===== src/rtl/ssp_pkg.sv =====
package ssp_pkg;
  localparam int CNT_W_DEF = 16;
  localparam int NCH_DEF   = 4;

  typedef enum logic {
    POL_NORMAL = 1'b0,
    POL_INVERT = 1'b1
  } pol_e;
endpackage


===== src/rtl/ssp_timebase.sv =====
module ssp_timebase #(
  parameter int CW = ssp_pkg::CNT_W_DEF
) (
  input  logic          clk,
  input  logic          rst_n,
  input  logic          tick_en,
  input  logic          top_wr,
  input  logic [CW-1:0] top_wdata,
  output logic [CW-1:0] cnt_o,
  output logic [CW-1:0] cnt_nxt_o,
  output logic [CW-1:0] top_o,
  output logic [CW-1:0] top_nxt_o,
  output logic          wrap_o,
  output logic          run_o,
  output logic          run_nxt_o,
  output logic          ovf_o
);
  localparam logic [CW-1:0] TOP_RST  = '1;
  localparam logic [CW-1:0] CNT_ZERO = '0;
  localparam logic [CW-1:0] CNT_ONE  = {{(CW-1){1'b0}}, 1'b1};

  logic [CW-1:0] cnt_q, cnt_d;
  logic [CW-1:0] top_act_q, top_act_d;
  logic [CW-1:0] top_sh_q, top_sh_d;
  logic          run_q, run_d;
  logic          ovf_q, ovf_d;
  logic          wrap;

  // next-state
  always_comb begin
    wrap      = tick_en && (cnt_q >= top_act_q);
    top_sh_d  = top_wr ? top_wdata : top_sh_q;
    cnt_d     = cnt_q;
    if (tick_en) begin
      cnt_d = wrap ? CNT_ZERO : (cnt_q + CNT_ONE);
    end
    top_act_d = wrap ? top_sh_d : top_act_q;
    run_d     = run_q | wrap;
    ovf_d     = wrap;
  end

  // registers
  always_ff @(posedge clk or negedge rst_n) begin
    if (!rst_n) begin
      cnt_q     <= CNT_ZERO;
      top_act_q <= TOP_RST;
      top_sh_q  <= TOP_RST;
      run_q     <= 1'b0;
      ovf_q     <= 1'b0;
    end else begin
      cnt_q     <= cnt_d;
      top_act_q <= top_act_d;
      top_sh_q  <= top_sh_d;
      run_q     <= run_d;
      ovf_q     <= ovf_d;
    end
  end

  assign cnt_o     = cnt_q;
  assign cnt_nxt_o = cnt_d;
  assign top_o     = top_act_q;
  assign top_nxt_o = top_act_d;
  assign wrap_o    = wrap;
  assign run_o     = run_q;
  assign run_nxt_o = run_d;
  assign ovf_o     = ovf_q;

  AST_CNT_WITHIN_TOP: assert property (@(posedge clk) disable iff (!rst_n)
    cnt_q <= top_act_q);
  AST_OVF_SINGLE: assert property (@(posedge clk) disable iff (!rst_n)
    (ovf_q && top_act_q != CNT_ZERO) |=> !ovf_q);
  AST_OVF_AT_ZERO: assert property (@(posedge clk) disable iff (!rst_n)
    ovf_q |-> cnt_q == CNT_ZERO);
  AST_HOLD_NO_TICK: assert property (@(posedge clk) disable iff (!rst_n)
    !tick_en |=> $stable(cnt_q) && $stable(top_act_q));
  AST_TOP_AT_WRAP: assert property (@(posedge clk) disable iff (!rst_n)
    !$stable(top_act_q) |-> cnt_q == CNT_ZERO);
endmodule


===== src/rtl/ssp_chan.sv =====
module ssp_chan #(
  parameter int CW = ssp_pkg::CNT_W_DEF
) (
  input  logic          clk,
  input  logic          rst_n,
  input  logic          tick_en,
  input  logic          wrap_i,
  input  logic [CW-1:0] cnt_i,
  input  logic [CW-1:0] cnt_nxt_i,
  input  logic [CW-1:0] top_i,
  input  logic [CW-1:0] top_nxt_i,
  input  logic          run_i,
  input  logic          run_nxt_i,
  input  logic          cmp_wr,
  input  logic [CW-1:0] cmp_wdata,
  input  logic          pol_inv,
  input  logic          flag_clr,
  output logic          pwm_o,
  output logic          flag_o
);
  import ssp_pkg::*;

  localparam logic [CW-1:0] CMP_ZERO = '0;

  logic [CW-1:0] cmp_sh_q, cmp_sh_d;
  logic [CW-1:0] cmp_act_q, cmp_act_d;
  logic          raw_q, raw_d;
  logic          flag_q, flag_d;
  logic          hit;
  pol_e          pol;

  // active (non-inverted) level for a given count, compare and period
  function automatic logic active_lvl(input logic [CW-1:0] c,
                                      input logic [CW-1:0] cmp,
                                      input logic [CW-1:0] top);
    if (cmp == CMP_ZERO)  return 1'b1;
    else if (cmp >= top)  return 1'b0;
    else                  return (c >= cmp);
  endfunction

  // next-state
  always_comb begin
    cmp_sh_d  = cmp_wr ? cmp_wdata : cmp_sh_q;
    cmp_act_d = wrap_i ? cmp_sh_d : cmp_act_q;
    hit       = tick_en && (cnt_nxt_i == cmp_act_d);
    raw_d     = raw_q;
    if (tick_en) begin
      raw_d = run_nxt_i && active_lvl(cnt_nxt_i, cmp_act_d, top_nxt_i);
    end
    flag_d    = hit | (flag_q & ~flag_clr);
  end

  // registers
  always_ff @(posedge clk or negedge rst_n) begin
    if (!rst_n) begin
      cmp_sh_q  <= CMP_ZERO;
      cmp_act_q <= CMP_ZERO;
      raw_q     <= 1'b0;
      flag_q    <= 1'b0;
    end else begin
      cmp_sh_q  <= cmp_sh_d;
      cmp_act_q <= cmp_act_d;
      raw_q     <= raw_d;
      flag_q    <= flag_d;
    end
  end

  assign pol    = pol_e'(pol_inv);
  assign pwm_o  = (pol == POL_INVERT) ? ~raw_q : raw_q;
  assign flag_o = flag_q;

  AST_CMP_AT_WRAP: assert property (@(posedge clk) disable iff (!rst_n)
    !$stable(cmp_act_q) |-> cnt_i == CMP_ZERO);
  AST_CMP_SAT_IDLE: assert property (@(posedge clk) disable iff (!rst_n)
    (cmp_act_q != CMP_ZERO && cmp_act_q >= top_i) |-> !raw_q);
  AST_CMP_ZERO_BUSY: assert property (@(posedge clk) disable iff (!rst_n)
    (run_i && cmp_act_q == CMP_ZERO) |-> raw_q);
  AST_FLAG_STICKY: assert property (@(posedge clk) disable iff (!rst_n)
    (flag_q && !flag_clr) |=> flag_q);
  AST_IDLE_BEFORE_RUN: assert property (@(posedge clk) disable iff (!rst_n)
    !run_i |-> !raw_q);
endmodule


===== src/rtl/ssp_pwm.sv =====
module ssp_pwm #(
  parameter int CW  = ssp_pkg::CNT_W_DEF,
  parameter int NCH = ssp_pkg::NCH_DEF
) (
  input  logic              clk,
  input  logic              rst_n,
  input  logic              tick_en,
  input  logic              top_wr,
  input  logic [CW-1:0]     top_wdata,
  input  logic [NCH-1:0]    cmp_wr,
  input  logic [NCH*CW-1:0] cmp_wdata,
  input  logic [NCH-1:0]    pol_inv,
  input  logic [NCH-1:0]    flag_clr,
  output logic [NCH-1:0]    pwm_out,
  output logic [NCH-1:0]    match_flag,
  output logic              ovf_pulse
);
  logic [CW-1:0] cnt, cnt_nxt, top_act, top_nxt;
  logic          wrap, run, run_nxt;

  ssp_timebase #(.CW(CW)) u_tb (
    .clk       (clk),
    .rst_n     (rst_n),
    .tick_en   (tick_en),
    .top_wr    (top_wr),
    .top_wdata (top_wdata),
    .cnt_o     (cnt),
    .cnt_nxt_o (cnt_nxt),
    .top_o     (top_act),
    .top_nxt_o (top_nxt),
    .wrap_o    (wrap),
    .run_o     (run),
    .run_nxt_o (run_nxt),
    .ovf_o     (ovf_pulse)
  );

  for (genvar n = 0; n < NCH; n++) begin : g_ch
    ssp_chan #(.CW(CW)) u_ch (
      .clk       (clk),
      .rst_n     (rst_n),
      .tick_en   (tick_en),
      .wrap_i    (wrap),
      .cnt_i     (cnt),
      .cnt_nxt_i (cnt_nxt),
      .top_i     (top_act),
      .top_nxt_i (top_nxt),
      .run_i     (run),
      .run_nxt_i (run_nxt),
      .cmp_wr    (cmp_wr[n]),
      .cmp_wdata (cmp_wdata[n*CW +: CW]),
      .pol_inv   (pol_inv[n]),
      .flag_clr  (flag_clr[n]),
      .pwm_o     (pwm_out[n]),
      .flag_o    (match_flag[n])
    );
  end
endmodule


===== config.mk =====
export PLATFORM = sky130hd
export DESIGN_NAME = ssp_pwm
export DESIGN_NICKNAME = d
export VERILOG_FILES = /design/src/rtl/ssp_pkg.sv /design/src/rtl/ssp_timebase.sv /design/src/rtl/ssp_chan.sv /design/src/rtl/ssp_pwm.sv
export SDC_FILE = /design/constraint.sdc
export NUM_CORES = 1
export LEC_CHECK = 0
export ABC_AREA = 1
export BUFFER_PORTS_ARGS = -buffer_cell sky130_fd_sc_hd__buf_2
export CAP_MARGIN = 10
export CORE_MARGIN = 5
export CORE_UTILIZATION = 65
export CTS_CLUSTER_SIZE = 8
export DETAILED_ROUTE_END_ITERATION = 6
export GPL_TIMING_DRIVEN = 1
export MAX_ROUTING_LAYER = met4
export PLACE_DENSITY_LB_ADDON = 0.12
export SLEW_MARGIN = 20
export SYNTH_ARGS = -nofsm -noshare
export SYNTH_HDL_FRONTEND = slang
export SYNTH_SLANG_ARGS = --single-unit

===== constraint.sdc =====
create_clock -name clk -period 10.75 [get_ports clk]
set_input_delay 1.075 -clock clk [delete_from_list [all_inputs] [get_ports clk]]
set_output_delay 1.075 -clock clk [all_outputs]
set_load 0.02 [all_outputs]

== After elaboration in Yosys (flattened, before gate mapping) ==
Index checks and enable logic that the tools add are counted.

* Input port bits: 96
* Output and inout port bits: 9
* Register bits after elaboration: 186

* Bitwise operators: 17
* Muxes and demuxes: 28
* Reductions and logical operators: 13
* Order comparisons: 9
* $add $sub $neg: 1
* Equality and inequality tests: 4

{| class="wikitable"
|+ Operators with widths
! operator !! count
|-
| $mux W16 || 12
|-
| $ge A16 B16 Y1 || 9
|-
| $eq A16 B16 Y1 || 4
|-
| $logic_not A16 Y1 || 4
|-
| $add A16 B1 Y16 const B || 1
|-
| $mux W1 || 16
|-
| $logic_and A1 B1 Y1 || 9
|-
| $not A1 Y1 || 8
|-
| $or A1 B1 Y1 || 5
|-
| $and A1 B1 Y1 || 4
|}

== Logic depth before layout (Yosys ltp) ==
* Depth in word-level cells: 9
* Mapped depth: 31
* Mapped depth without buffers: 29

== By module ==
A second synthesis with hierarchy kept.

* Cell total of the unflattened synthesis: 1465
* Area, all modules: 12060.3 um^2

{| class="wikitable"
|+ Modules (own cells, without submodules)
! module !! times used !! cells an instance !! sequential area each (um^2) !! area an instance (um^2)
|-
| ssp_chan (g_ch[0].u_ch ...) || 3 || 294 || 850.8 || 2306.0
|-
| ssp_timebase || 1 || 289 || 1291.2 || 2778.9
|-
| ssp_chan (g_ch[2].u_ch) || 1 || 294 || 850.8 || 2363.5
|}

== Least setup slack after synthesis ==
No wires, ideal clock.

* Kind: in2reg
* Start: input tick_en
* End: register g_ch[0].u_ch.raw_q
* Arrival: 3532 ps
* Data required time: 10633 ps
* Setup time: 117 ps
* Stages on the path: 17
* Buffers on the path: 2
* Slack: 7102 ps
* Cells stage by stage: clkbuf_2 clkbuf_1 nand4_1 nor2_1 and3_1 and3_1 a21oi_1 a211oi_1 ha_1 nand2_1 inv_1 a221oi_1 nand2_1 nand2_1 nand2_1 nand2_1 nand2_1

* Cells in the longest elaborated chain, start to end: 8
* Elaborated cells between the ends (all ways): 13
* Classes of those cells: order compare: 2; mux: 7; bitwise: 1; reduce/logical: 3

{| class="wikitable"
|+ RTL lines
! element !! line !! text
|-
| start, declared || ssp_pwm.sv:7 || <nowiki>input logic tick_en,</nowiki>
|-
| $logic_and A1 B1 Y1 || ssp_timebase.sv:31 || <nowiki>wrap = tick_en && (cnt_q >= top_act_q);</nowiki>
|-
| $mux W16 || ssp_timebase.sv:35 || <nowiki>cnt_d = wrap ? CNT_ZERO : (cnt_q + CNT_ONE);</nowiki>
|-
| $mux W16 * || ssp_timebase.sv:34 || <nowiki>if (tick_en) begin</nowiki>
|-
| named net cnt_nxt[14] || ssp_pwm.sv:18 || <nowiki>logic [CW-1:0] cnt, cnt_nxt, top_act, top_nxt;</nowiki>
|-
| $ge A16 B16 Y1 * || ssp_chan.sv:38 || <nowiki>else return (c >= cmp);</nowiki>
|-
| $mux W1 * || ssp_chan.sv:37 || <nowiki>else if (cmp >= top) return 1'b0;</nowiki>
|-
| $mux W1 * || ssp_chan.sv:36 || <nowiki>if (cmp == CMP_ZERO) return 1'b1;</nowiki>
|-
| $mux W1 * || ssp_chan.sv:47 || <nowiki>if (tick_en) begin</nowiki>
|-
| $logic_and A1 B1 Y1 * || ssp_chan.sv:48 || <nowiki>raw_d = run_nxt_i && active_lvl(cnt_nxt_i, cmp_act_d, top_nxt_i);</nowiki>
|-
| end signal, assigned || ssp_chan.sv:63 || <nowiki>raw_q <= raw_d;</nowiki>
|-
| end, declared || ssp_chan.sv:27 || <nowiki>logic raw_q, raw_d;</nowiki>
|}

The timed path passes the listed nets; every way through them passes the cells marked *. The select of a mux whose other input is x is not followed.
A chain may end at the register's enable or synchronous reset.

== Final worst setup path ==
* Start: register u_tb.top_act_q[15], in the netlist u_tb.top_o[15]
* End: register g_ch[0].u_ch.raw_q

* Cells in the longest elaborated chain, start to end: 9
* Elaborated cells between the ends (all ways): 14
* Classes of those cells: order compare: 3; mux: 7; bitwise: 1; reduce/logical: 3

{| class="wikitable"
|+ RTL lines
! element !! line !! text
|-
| start, declared || ssp_timebase.sv:23 || <nowiki>logic [CW-1:0] top_act_q, top_act_d;</nowiki>
|-
| start signal, assigned || ssp_timebase.sv:52 || <nowiki>top_act_q <= top_act_d;</nowiki>
|-
| $ge A16 B16 Y1 || ssp_timebase.sv:31 ||
|-
| $logic_and A1 B1 Y1 || ssp_timebase.sv:31 ||
|-
| $mux W16 || ssp_timebase.sv:35 ||
|-
| $mux W16 || ssp_timebase.sv:34 ||
|-
| named net cnt_nxt[10] || ssp_pwm.sv:18 ||
|-
| $ge A16 B16 Y1 || ssp_chan.sv:38 ||
|-
| $mux W1 || ssp_chan.sv:37 ||
|-
| $mux W1 || ssp_chan.sv:36 ||
|-
| $mux W1 || ssp_chan.sv:47 ||
|-
| $logic_and A1 B1 Y1 || ssp_chan.sv:48 ||
|}

The timed path passes the listed nets, and every way through them passes these cells. The select of a mux whose other input is x is not followed.

==> summary.md <==
| Metric | Value |
|---|---|
| Status | complete, no violations |
| Post-synthesis cell type with the largest combined area | dfrtp_1 |
| TritonCTS clock tree | done |
| HP Class | reg -> reg |
| Top sig layer | met4 |
| Post-CTS Setup Bufs | 0 |
| Worst rel slew slack | 0.242 |
| Core ar. | 16600 um2 |
| GP Congestion | 0.964 |
| Total Nets Final | 1490 |
| Synth top area cells | dfrtp_1, ha_1, mux2_2, dfstp_2, nand2_1 |
| # setup viols final | 0 |
| Largest net degree at the start of global routing | 88 |
| Final Max Tran Viols | 0 |
| Ratio of final minimum period to clock period | 0.455 |
| Unrepaired setup endpoints after global routing | false |
| Crit. End Element | flop |
| Detailed Route WL | 26000 um |
| ANT nets after route | 0 |
| Tot GR Track Use | 0.280 |
| # port buffers | 104 |
| Final Util | 0.732 |
| Startpoint Class | flop |
| Final hold viol count | 0 |
| Area Overhead vs Synth | 10.4% |
| Chip width | 140 um |
| Root Buffer | clkbuf_16 |
| Netlist Area Pre-Place | 11000 um2 |
| DRC | 0 |
| Worst-Margin Slew | 1.12 ns |
| # resized after CTS | 0 |
| First drt pass iteration count | 5 |
| Ys flop type | dfrtp_1 |
| Synth top area share | 0.349 |
| Fin Setup TNS | 0 ns |
| Final Critical Period | 4.89 ns |
| Initial antenna violation count | 0 |
| Hold slack | 0.446 ns |
| Met3 WL post-DR | 1470 um |
| Cts bufs inserted | 17 |
| Vias in the first global route | 8324 |
| Worst-path cell chain | inv_1 > ha_1 > a21oi_1 > o21ai_0 > nor2_2 > nand2_4 > nand2_4 > inv_2 > nor3_1 > ha_1 > nand2_1 > nor2_1 > a211oi_1 > o21ai_0 > a221oi_1 > nand2_1 > nand2_1 > nand2_1 > nand2_1 > nand2_1 |
| Via count | 8344 |
| CP most frequent cell | nand2_1 |
| Filler cells | 1250 |
| Ys async rst share | 1.00 |
| Worst vdd ir | 127 uV |
| DIE HEIGHT | 140 um |
| Sink Count | 186 |
| H-tree Lvls | 4 |
| Die area | 19700 um2 |
| Critical path capture point | g_ch[0].u_ch.raw_q$_DFFE_PN0P_ |
| Syn Inst Count | 1170 |
| Worst endpoint data arrival time | 5.22 ns |
| Share of cells above drive strength 1 | 0.240 |
| I/O Pins | 105 |
| Syn Nets | 1403 |
| Reg clk slew, reported paths | 0.07 ns |
| Post-CTS Hold Fix Bufs | 0 |
| First-pass GRT wire length | 42300 um |
| Drt via density | 5.60 |
| Placed Instances | 1458 |
| Wl on met1 | 11000 um |
| Crit Path Max Fanout | 65 |
| Syn_area_per_cell | 9.42 um2 |
| Sequential area share after synthesis | 0.426 |
| Worst Path Required | 11.08 ns |
| Slowest stage delay, CP | 0.90 ns |
| Clock skew | 0.00910 ns |
| Synth Register Bits | 186 |
| Row cnt | 47 |
| F_max | 0.204 GHz |
| Crit path kind | reg -> reg |
| Met2 wire len | 12600 um |
| RR Endpoint | g_ch[0].u_ch.raw_q$_DFFE_PN0P_ |
| Post-synth EDFFs | 0 |
| Reg2Reg Setup Slack | 5.86 ns |
| Worst Reg-to-Reg Cells | 20 |
| Total power | 1.63 mW |
| Reg-to-Reg Start | u_tb.top_o[15]$_DFF_PN1_ |
| Detailed placement HPWL | 19400 um |
| Buffer depth of the longest clock path | 2 |
| Max Cap Violations | 0 |
| Clk_lat worst skew | 0.43 ns |
| CP max-delay cell | nor3_1 |
| Layout Cells excl Fill | 1491 |
| Critical path startpoint | u_tb.top_o[15]$_DFF_PN1_ |
| Avg WL per Cell | 17.5 um |
| Unique masters post-synth | 43 |
| Leakage | 6.47 nW |
| Grt total ovfl | 0 |
| YS warnings | 0 |
| PwrDens | 134 nW/um2 |
| Initial Utilization | 0.663 |
| DRT iter0 DRCs | 706 |
[kinds of logic (layout without fill, tap and decap cells)]
| kind of cell | after synthesis | in the layout | share of synthesized area |
|---|---|---|---|
| AO/OA/AOI/OAI | 175 | 175 | 0.101 |
| XOR/XNOR | 12 | 12 | 0.00953 |
| adder cells (fa/ha/maj) | 137 | 137 | 0.155 |
| buffers and inverters | 235 | 335 | 0.0922 |
| flip-flops | 186 | 186 | 0.426 |
| multiplexers | 76 | 76 | 0.0776 |
| other | 0 | 1 | 0 |
| AND/OR/NAND/NOR | 349 | 349 | 0.139 |
[flip-flops by register name, indices dropped and copies added (netlist names), named ones only]
register,flops
g_ch.u_ch.cmp_act_q,64
g_ch.u_ch.cmp_sh_q,64
g_ch.u_ch.flag_o,4
g_ch.u_ch.raw_q,4
u_tb.cnt_o,15
u_tb.ovf_o,1
u_tb.run_o,1
u_tb.top_o,16
u_tb.top_sh_q,16
[worst min path at each step]
stage / start / to / slack [ns] / cells past startpoint
6_report: u_tb.run_o$_DFF_PN0_ / u_tb.run_o$_DFF_PN0_ / 0.45 / 2
5_1_grt: u_tb.run_o$_DFF_PN0_ / u_tb.run_o$_DFF_PN0_ / 0.48 / 2
4_1_cts: u_tb.run_o$_DFF_PN0_ / u_tb.run_o$_DFF_PN0_ / 0.45 / 2
3_5_place_dp: u_tb.run_o$_DFF_PN0_ / u_tb.run_o$_DFF_PN0_ / 0.43 / 2
3_3_place_gp: u_tb.run_o$_DFF_PN0_ / u_tb.run_o$_DFF_PN0_ / 0.43 / 2
2_1_floorplan: u_tb.run_o$_DFF_PN0_ / u_tb.run_o$_DFF_PN0_ / 0.42 / 2
[critical path, delay by kind of cell, from the launching register on]
kind                       cells  cell delay [ns]
and+or+nand+nor               11             2.25
AOI/OAI and AO/OA              5             0.76
adders and majority gates      2             0.69
buffers and inverters          2             0.56
DFF                            1             0.51
[Yosys cell counts, types with 3 or more instances]
master and count:
o22ai_1 3, inv_2 15, or2_2 13, o21ai_4 5, o21a_1 12, buf_4 9
ha_1 137, mux2_2 76, nand3_1 11, buf_1 5, nor2_1 38, clkbuf_1 12
nor4_1 13, buf_2 3, nand2_1 224, a211oi_1 16, nor3_1 14, buf_6 4
o21ai_1 16, nor4_2 3, a21oi_1 56, o21ai_0 40, dfstp_2 32, dfrtp_1 154
inv_1 181, xor2_1 10, o21ai_2 18, o221a_2 3, nand4_1 23, buf_8 3
[cells in the final DEF (no fill, tap or decap), types with 3 or more instances in the layout]
cell type / netlist / routed
clkbuf_1: 12 / 4
nor4_1: 13 / 13
ha_1: 137 / 137
nand2_1: 224 / 224
o22ai_1: 3 / 3
clkbuf_16: 0 / 17
dfrtp_1: 154 / 154
nand4_1: 23 / 23
o21a_1: 12 / 12
inv_2: 15 / 15
o21ai_1: 16 / 16
nor4_2: 3 / 3
or2_2: 13 / 13
inv_1: 181 / 181
xor2_1: 10 / 10
a211oi_1: 16 / 16
nand3_1: 11 / 11
nor2_1: 38 / 38
nor3_1: 14 / 14
o21ai_2: 18 / 18
a21oi_1: 56 / 56
o21ai_0: 40 / 40
mux2_2: 76 / 76
o21ai_4: 5 / 5
buf_2: 3 / 103
bufinv_16: 0 / 3
dfstp_2: 32 / 32
buf_4: 9 / 3
o221a_2: 3 / 3
[power breakdown]
| part | switching [mW] | internal [mW] | total [mW] |
|---|---|---|---|
| combinational | 0.131 | 0.0797 | 0.211 |
| sequential | 0.0218 | 0.744 | 0.766 |
| clock | 0.269 | 0.380 | 0.649 |
| total | 0.422 | 1.20 | 1.63 |
[layer usage]
layer / vias up / track usage
met5: - / -
met4: 0 / 0.109
met3: 75 / 0.0446
met2: 249 / 0.447
met1: 3992 / 0.360
li1: 4028 / -
[through the flow]
| stage | area, um2 | setup WS, ns |
|---|---|---|
| 6_report | 12200 | 5.86 |
| 5_1_grt | 12200 | 5.49 |
| 4_1_cts | 12200 | 5.83 |
| 3_5_place_dp | 11600 | 5.84 |
| 3_3_place_gp | 11600 | 5.93 |
| 2_1_floorplan | 11000 | 7.10 |
[cell type report]
class	count	area (um2)	share of cell area
clock buffers	23	468	0.0384
inverters	196	736	0.0604
diodes	1	2.50	0.000206
multi-input cells	749	5320	0.436
flip-flops and latches	186	4690	0.386
well taps	220	275	0.0226
clock inverters	9	136	0.0112
repair buffers	107	549	0.0451
Note: power is estimated with default switching activity, not from simulation.
